===== src/rtl/pflash_pkg.sv =====
package pflash_pkg;
  localparam logic [1:0] OP_IDENT = 2'd0;
  localparam logic [1:0] OP_READ  = 2'd1;
  localparam logic [1:0] OP_PROG  = 2'd2;
  localparam logic [1:0] OP_ERASE = 2'd3;

  localparam logic [2:0] RC_OK      = 3'd0;
  localparam logic [2:0] RC_UNKNOWN = 3'd1;
  localparam logic [2:0] RC_TIMEOUT = 3'd2;
  localparam logic [2:0] RC_WRERR   = 3'd3;
  localparam logic [2:0] RC_ERERR   = 3'd4;
  localparam logic [2:0] RC_VPPLOW  = 3'd5;
  localparam logic [2:0] RC_IDBAD   = 3'd6;

  localparam logic [7:0] CMD_ARRAY  = 8'hFF;
  localparam logic [7:0] CMD_PROG   = 8'h40;
  localparam logic [7:0] CMD_ESETUP = 8'h20;
  localparam logic [7:0] CMD_ECONF  = 8'hD0;
  localparam logic [7:0] CMD_STAT   = 8'h70;
  localparam logic [7:0] CMD_CLR    = 8'h50;
  localparam logic [7:0] CMD_IDENT  = 8'h90;

  typedef enum logic [3:0] {
    S_IDLE, S_RA, S_C1, S_C2, S_PW, S_PR, S_PD, S_ST,
    S_CLR, S_FIN, S_IW, S_IR0, S_IR1, S_ID1
  } seq_state_e;
endpackage


===== src/rtl/pflash_decode.sv =====
module pflash_decode
  import pflash_pkg::*;
(
  input  logic       is_erase,
  input  logic [7:0] status,
  output logic [2:0] code
);
  logic [7:0] mask, masked;
  logic       fail;
  logic [2:0] prio;

  always_comb begin
    mask   = is_erase ? 8'h28 : 8'h18;
    masked = status & mask;
    fail   = (masked != 8'h00) || (is_erase && (status[5:4] == 2'b11));
    prio   = RC_UNKNOWN;
    if (masked == 8'h00) prio = RC_TIMEOUT;
    if (masked[4])       prio = RC_WRERR;
    if (masked[5])       prio = RC_ERERR;
    if (masked[3])       prio = RC_VPPLOW;
    if (!status[7])      code = RC_TIMEOUT;
    else if (fail)       code = prio;
    else                 code = RC_OK;
  end

  always_comb begin
    a_ok_clean_r6: assert (!(status[7] && (status[5:3] == 3'b000)) || code == RC_OK);
  end
endmodule


===== src/rtl/pflash_pacer.sv =====
module pflash_pacer #(
  parameter int POLL_MAX = 16,
  parameter int STALL_W  = 4
) (
  input  logic               clk,
  input  logic               rst_n,
  input  logic               restart,
  input  logic               poll_tick,
  input  logic               stall_load,
  input  logic               stall_step,
  input  logic [STALL_W-1:0] stall_len,
  output logic               last_poll,
  output logic               stall_zero
);
  localparam int CNT_W = $clog2(POLL_MAX + 1);

  logic [CNT_W-1:0]   poll_cnt;
  logic [STALL_W-1:0] st_cnt;

  always_ff @(posedge clk or negedge rst_n) begin
    if (!rst_n) begin
      poll_cnt <= '0;
      st_cnt   <= '0;
    end else begin
      if (restart)        poll_cnt <= '0;
      else if (poll_tick) poll_cnt <= poll_cnt + 1'b1;
      if (stall_load)     st_cnt <= stall_len - 1'b1;
      else if (stall_step && st_cnt != '0) st_cnt <= st_cnt - 1'b1;
    end
  end

  assign last_poll  = (poll_cnt == CNT_W'(POLL_MAX - 1));
  assign stall_zero = (st_cnt == '0);

  p_budget_r5: assert property (@(posedge clk) disable iff (!rst_n)
    poll_cnt <= CNT_W'(POLL_MAX));
endmodule


===== src/rtl/pflash_seq.sv =====
module pflash_seq
  import pflash_pkg::*;
#(
  parameter int          ADDR_W   = 20,
  parameter int          BLK_W    = 16,
  parameter int          POLL_MAX = 16,
  parameter int          STALL_W  = 4,
  parameter logic [7:0]  MFR_ID   = 8'h89,
  parameter logic [7:0]  DEV_ID   = 8'hA2
) (
  input  logic               clk,
  input  logic               rst_n,
  input  logic               req_valid,
  output logic               req_ready,
  input  logic [1:0]         req_op,
  input  logic [ADDR_W-1:0]  req_addr,
  input  logic [7:0]         req_wdata,
  input  logic [STALL_W-1:0] stall_cycles,
  output logic               done,
  output logic [2:0]         result,
  output logic               fl_we,
  output logic               fl_re,
  output logic [ADDR_W-1:0]  fl_addr,
  output logic [7:0]         fl_wdata,
  input  logic [7:0]         fl_rdata
);
  localparam logic [ADDR_W-1:0] ONE = ADDR_W'(1);

  seq_state_e         state;
  logic [1:0]         op_q;
  logic [ADDR_W-1:0]  addr_q;
  logic [7:0]         data_q, id0_q;
  logic [STALL_W-1:0] stall_q;
  logic [2:0]         res_q, dec_code;
  logic               clr_phase, done_q;
  logic               last_poll, stall_zero, poll_end;
  logic               is_erase;

  assign is_erase = (op_q == OP_ERASE);
  assign poll_end = fl_rdata[7] || last_poll;

  pflash_decode u_dec (
    .is_erase (is_erase),
    .status   (fl_rdata),
    .code     (dec_code)
  );

  pflash_pacer #(.POLL_MAX(POLL_MAX), .STALL_W(STALL_W)) u_pace (
    .clk        (clk),
    .rst_n      (rst_n),
    .restart    (state == S_C2 || state == S_CLR),
    .poll_tick  (state == S_PD),
    .stall_load (state == S_PD && !poll_end && stall_q != '0),
    .stall_step (state == S_ST),
    .stall_len  (stall_q),
    .last_poll  (last_poll),
    .stall_zero (stall_zero)
  );

  always_ff @(posedge clk or negedge rst_n) begin
    if (!rst_n) begin
      state     <= S_IDLE;
      op_q      <= OP_READ;
      addr_q    <= '0;
      data_q    <= '0;
      id0_q     <= '0;
      stall_q   <= '0;
      res_q     <= RC_OK;
      clr_phase <= 1'b0;
      done_q    <= 1'b0;
    end else begin
      done_q <= 1'b0;
      case (state)
        S_IDLE: if (req_valid) begin
          op_q      <= req_op;
          addr_q    <= (req_op == OP_IDENT) ?
                       {req_addr[ADDR_W-1:BLK_W], {BLK_W{1'b0}}} : req_addr;
          data_q    <= req_wdata;
          stall_q   <= stall_cycles;
          clr_phase <= 1'b0;
          case (req_op)
            OP_IDENT: state <= S_IW;
            OP_ERASE: state <= S_C1;
            default:  state <= S_RA;
          endcase
        end
        S_RA: if (op_q == OP_READ) begin
          res_q  <= RC_OK;
          done_q <= 1'b1;
          state  <= S_IDLE;
        end else begin
          state <= S_C1;
        end
        S_C1: state <= S_C2;
        S_C2: state <= S_PW;
        S_PW: state <= S_PR;
        S_PR: state <= S_PD;
        S_PD: if (poll_end) begin
          if (!clr_phase) begin
            res_q <= dec_code;
            state <= S_CLR;
          end else begin
            state <= S_FIN;
          end
        end else if (stall_q == '0) begin
          state <= S_PW;
        end else begin
          state <= S_ST;
        end
        S_ST:  if (stall_zero) state <= S_PW;
        S_CLR: begin
          clr_phase <= 1'b1;
          state     <= S_PW;
        end
        S_FIN: begin
          done_q <= 1'b1;
          state  <= S_IDLE;
        end
        S_IW:  state <= S_IR0;
        S_IR0: state <= S_IR1;
        S_IR1: begin
          id0_q <= fl_rdata;
          state <= S_ID1;
        end
        S_ID1: begin
          res_q <= (id0_q == MFR_ID && fl_rdata == DEV_ID) ? RC_OK : RC_IDBAD;
          state <= S_FIN;
        end
        default: state <= S_IDLE;
      endcase
    end
  end

  always_comb begin
    fl_we    = 1'b0;
    fl_wdata = 8'h00;
    case (state)
      S_RA, S_FIN: begin fl_we = 1'b1; fl_wdata = CMD_ARRAY; end
      S_C1:  begin fl_we = 1'b1; fl_wdata = is_erase ? CMD_ESETUP : CMD_PROG; end
      S_C2:  begin fl_we = 1'b1; fl_wdata = is_erase ? CMD_ECONF : data_q; end
      S_PW:  begin fl_we = 1'b1; fl_wdata = CMD_STAT; end
      S_CLR: begin fl_we = 1'b1; fl_wdata = CMD_CLR; end
      S_IW:  begin fl_we = 1'b1; fl_wdata = CMD_IDENT; end
      default: ;
    endcase
  end

  assign fl_re     = (state == S_PR) || (state == S_IR0) || (state == S_IR1);
  assign fl_addr   = (state == S_IR1) ? (addr_q | ONE) : addr_q;
  assign req_ready = (state == S_IDLE);
  assign done      = done_q;
  assign result    = res_q;

  p_done_pulse_r1: assert property (@(posedge clk) disable iff (!rst_n)
    done |=> !done);
  p_ready_with_done_r1: assert property (@(posedge clk) disable iff (!rst_n)
    $rose(req_ready) |-> done);
  p_accept_drops_ready_r1: assert property (@(posedge clk) disable iff (!rst_n)
    (req_valid && req_ready) |=> !req_ready);
  p_bus_excl_r12: assert property (@(posedge clk) disable iff (!rst_n)
    !(fl_we && fl_re));
  p_stat_read_r5: assert property (@(posedge clk) disable iff (!rst_n)
    (fl_we && fl_wdata == CMD_STAT) |=> fl_re);
  p_clear_keeps_result_r10: assert property (@(posedge clk) disable iff (!rst_n)
    clr_phase |-> $stable(res_q));
endmodule


===== config.mk =====
export PLATFORM = sky130hd
export DESIGN_NAME = pflash_seq
export DESIGN_NICKNAME = d
export VERILOG_FILES = /design/src/rtl/pflash_pkg.sv /design/src/rtl/pflash_decode.sv /design/src/rtl/pflash_pacer.sv /design/src/rtl/pflash_seq.sv
export SDC_FILE = /design/constraint.sdc
export NUM_CORES = 1
export LEC_CHECK = 0
export BUFFER_PORTS_ARGS = -buffer_cell sky130_fd_sc_hd__buf_2
export CORE_ASPECT_RATIO = 0.7
export CORE_MARGIN = 4
export CORE_UTILIZATION = 56
export CTS_BUF_LIST = sky130_fd_sc_hd__clkbuf_4 sky130_fd_sc_hd__clkbuf_8
export DETAILED_ROUTE_END_ITERATION = 16
export GPL_TIMING_DRIVEN = 0
export PLACE_DENSITY = 0.95
export SETUP_SLACK_MARGIN = 0.1
export SLEW_MARGIN = 15
export SYNTH_ARGS = -nofsm -noshare
export SYNTH_HDL_FRONTEND = slang
export SYNTH_SLANG_ARGS = --single-unit

===== constraint.sdc =====
create_clock -name clk -period 2.6 [get_ports clk]
set_input_delay 0.26 -clock clk [delete_from_list [all_inputs] [get_ports clk]]
set_output_delay 0.26 -clock clk [all_outputs]
set_load 0.1 [all_outputs]

==> metrics.md <==
| Metric | Value |
|---|---|
| CTS buffer count | `9` |
| Layout cells sized above 1 | `between 40% and 50%` |
| Sequential share of the synthesized area | `around 44%` |
| WP data arrival | `between 2 and 3 ns` |
| Total grt overflow | `0` |
| Reg2reg start | `u_pace.poll_cnt[1]` |
| I/O Pins | `80` |
| WL met3 | `829 microns` |
| Endpoint class of the critical path | `register` |
| Max Freq | `approximately 420 MHz` |
| Core area | `slightly below 6000 sq um` |
| Die W | `101 microns` |
| Worst-Margin Slew | `about 0.76 ns` |
| Critical Path End | `u_pace.st_cnt[2]` |
| Worst setup SP type | `register` |
| Final hold vios | `0` |
| DR top layer | `met4` |
| Initial antenna violation count | `0` |
| Unrepaired setup endpoints after global routing | `true` |
| Via-to-Cell Ratio | `roughly 5.8` |
| Final min period | `2.40 ns` |
| Final core occ | `72.3%` |
| Ant diodes | `0` |
| Req. time, crit path | `2.88 ns` |
| DR WL met2 | `3.92 mm` |
| GR Util All Layers | `24.1%` |
| Die Y | `approximately 73 microns` |
| Clock Skew | `approximately 0.007 ns` |
| Nets | `approximately 480` |
| Mean post-synth cell area | `around 10 sq um` |
| Period utilization | `roughly 92%` |
| FF-to-FF End | `u_pace.st_cnt[2]` |
| CTS tree | `done` |
| Initial Util | `about 60%` |
| Async SR Flop Fraction | `between 90% and 100%` |
| Vias in the first global route | `~2900` |
| Routability cong. | `0.930` |
| Clk root buf | `clkbuf_8` |
| M1 wire length | `~3.7 mm` |
| CP startpoint | `u_pace.poll_cnt[1]` |
| IO Port Bufs | `between 70 and 80` |
| R2R depth | `11` |
| Commonest non-fill, non-tap cell in the layout | `buf_2` |
| H-tree Lvls | `3` |
| Syn_nets | `approximately 390` |
| Number of flops mapped to enable cells by yosys | `0` |
| Synth warn | `0` |
| Most frequent cells in the layout | `76 x buf_2, 58 x dfrtp_1, 32 x nand2_1, 32 x o21ai_0, 27 x buf_4` |
| Largest cells by area after synthesis | `dfrtp_1 43%, mux2_4 6.2%, o21ai_0 5.0%` |
| Final setup fails | `0` |
| MaxCap Viol Count | `0` |
| DRT antenna net count | `0` |
| Normalized max-slew margin | `roughly 49%` |
| Clock buffer depth | `2` |
| Post-Syn Area | `3410 sq um` |
| Setup TNS | `0 ns` |
| DR pass1 iterations | `6` |
| Setup CP Type | `reg -> reg` |
| Drt drc | `0` |
| 1st-iter DRT viols | `225` |
| Register-to-register setup slack | `around 0.2 ns` |
| First-pass GRT wire length | `13.8 mm` |
| Die Area | `7430 sq um` |
| Synth unique cells | `58` |
| Worst-Skew Late Latency | `0.35 ns` |
| Area growth syn-to-layout | `23.2%` |
| Outcome | `complete, no violations` |
| Leading area contributor after synthesis | `dfrtp_1` |
| Pin count of the biggest net entering global routing | `61` |
| Hold Crit Class | `in -> reg` |
| DR vias | `2946` |
| Cells after synthesis | `341` |
| Slew Limit Fails | `0` |
| Worst Path Max Fanout | `4` |
| Clock Pin Slew Worst Setup and Hold Paths | `0.07 ns` |
| Cell row count | `23` |
| Number of synthesized register bits | `60` |
| WL final | `between 8 and 9 mm` |
| Post-DP HPWL | `roughly 6.2 mm` |
| # clock sinks | `60` |
| Ys flop type | `dfrtp_1` |
| Post-DR wirelength/cell | `~17 microns` |
| Share of the synthesized area in the top cell type | `43.3%` |
registers in the layout, summed over array words and instances, names as in the netlist:
register	flops
state	4
done	1
result	3
id0_q	8
addr_q	20
u_pace.st_cnt	4
stall_q	4
op_q	2
u_pace.poll_cnt	5
clr_phase	1
data_q	8
kinds of logic (layout without fill, tap and decap cells):
group | count (synthesis) | count (layout) | synth area share, %
simple gates | 108 | 108 | 17.7
xor+xnor | 3 | 3 | 0.770
flops | 60 | 60 | 44.0
mux | 27 | 27 | 10.5
buf+inv | 48 | 144 | 8.47
fa+ha+maj | 5 | 5 | 1.83
compound gates | 90 | 90 | 16.8
worst min path at each step:
stage / from / endpoint / slack (ns) / cells after the start
floorplan: rst_n / addr_q[0] / -0.04 / 0
global placement: addr_q[1] / addr_q[1] / 0.46 / 2
detailed placement: rst_n / u_pace.poll_cnt[0] / 0.38 / 1
CTS: stall_cycles[3] / stall_q[3] / 0.13 / 2
global route: stall_cycles[3] / stall_q[3] / 0.12 / 2
finish: req_wdata[5] / data_q[5] / 0.14 / 2
cells in the mapped netlist (9+ instances only):
| cell type | n |
|---|---|
| o21ai_0 | 34 |
| a21oi_1 | 19 |
| dfrtp_1 | 59 |
| clkbuf_1 | 9 |
| mux2_4 | 14 |
| mux2_2 | 13 |
| inv_1 | 10 |
| nor2_1 | 15 |
| nand2_1 | 32 |
| buf_4 | 22 |
| nand2b_1 | 20 |
area by class of cell:
cell class	instances	area (sq um)
sequential	60	1500
fill	445	1610
clock buffer	10	131
buffer	37	251
inverter	10	37.5
multi-input combinational	233	1670
tap	75	93.8
clock inverter	6	88.8
timing repair buffer	81	428
per-stage QoR:
stage | cell area [sq um] | hold WS, ns | instances | setup WS, ns
2_1_floorplan | 3440 | -0.0356 | 341 | 0.0183
3_3_place_gp | 3930 | 0.464 | 495 | 0.0750
3_5_place_dp | 3940 | 0.378 | 495 | 0.00428
4_1_cts | 4180 | 0.126 | 512 | 0.0523
5_1_grt | 4210 | 0.123 | 512 | 0.0836
6_report | 4210 | 0.135 | 512 | 0.202
critical path, cell delays in order, from the launching register on:
cell,delay [ns]
dfrtp_1,0.42
ha_1,0.24
and3_1,0.21
ha_2,0.22
nor2_4,0.12
nand2_1,0.14
o21ai_2,0.18
a21boi_1,0.18
ha_1,0.20
nand4_1,0.10
xor2_1,0.17
a21oi_1,0.14
repair_timing:
item | 4_1_cts | 5_1_grt
buffers inserted | 0 | 1
cloned | 0 | 0
pin swaps | 1 | 0
setup endpoints to repair | 5 | 9
resized for setup | 7 | 10
hold buffers | 1 | 0
endpoints found under the hold margin | 10 | 0
routing by layer:
metal,GRT usage [%],vias up
li1,-,1374
met1,33.0,1406
met2,38.3,149
met3,7.21,17
met4,5.16,0
met5,0,-
Power is left out: the tool's default activity adds up to more than one toggle a clock period on the data nets, which glitch-free logic cannot reach.
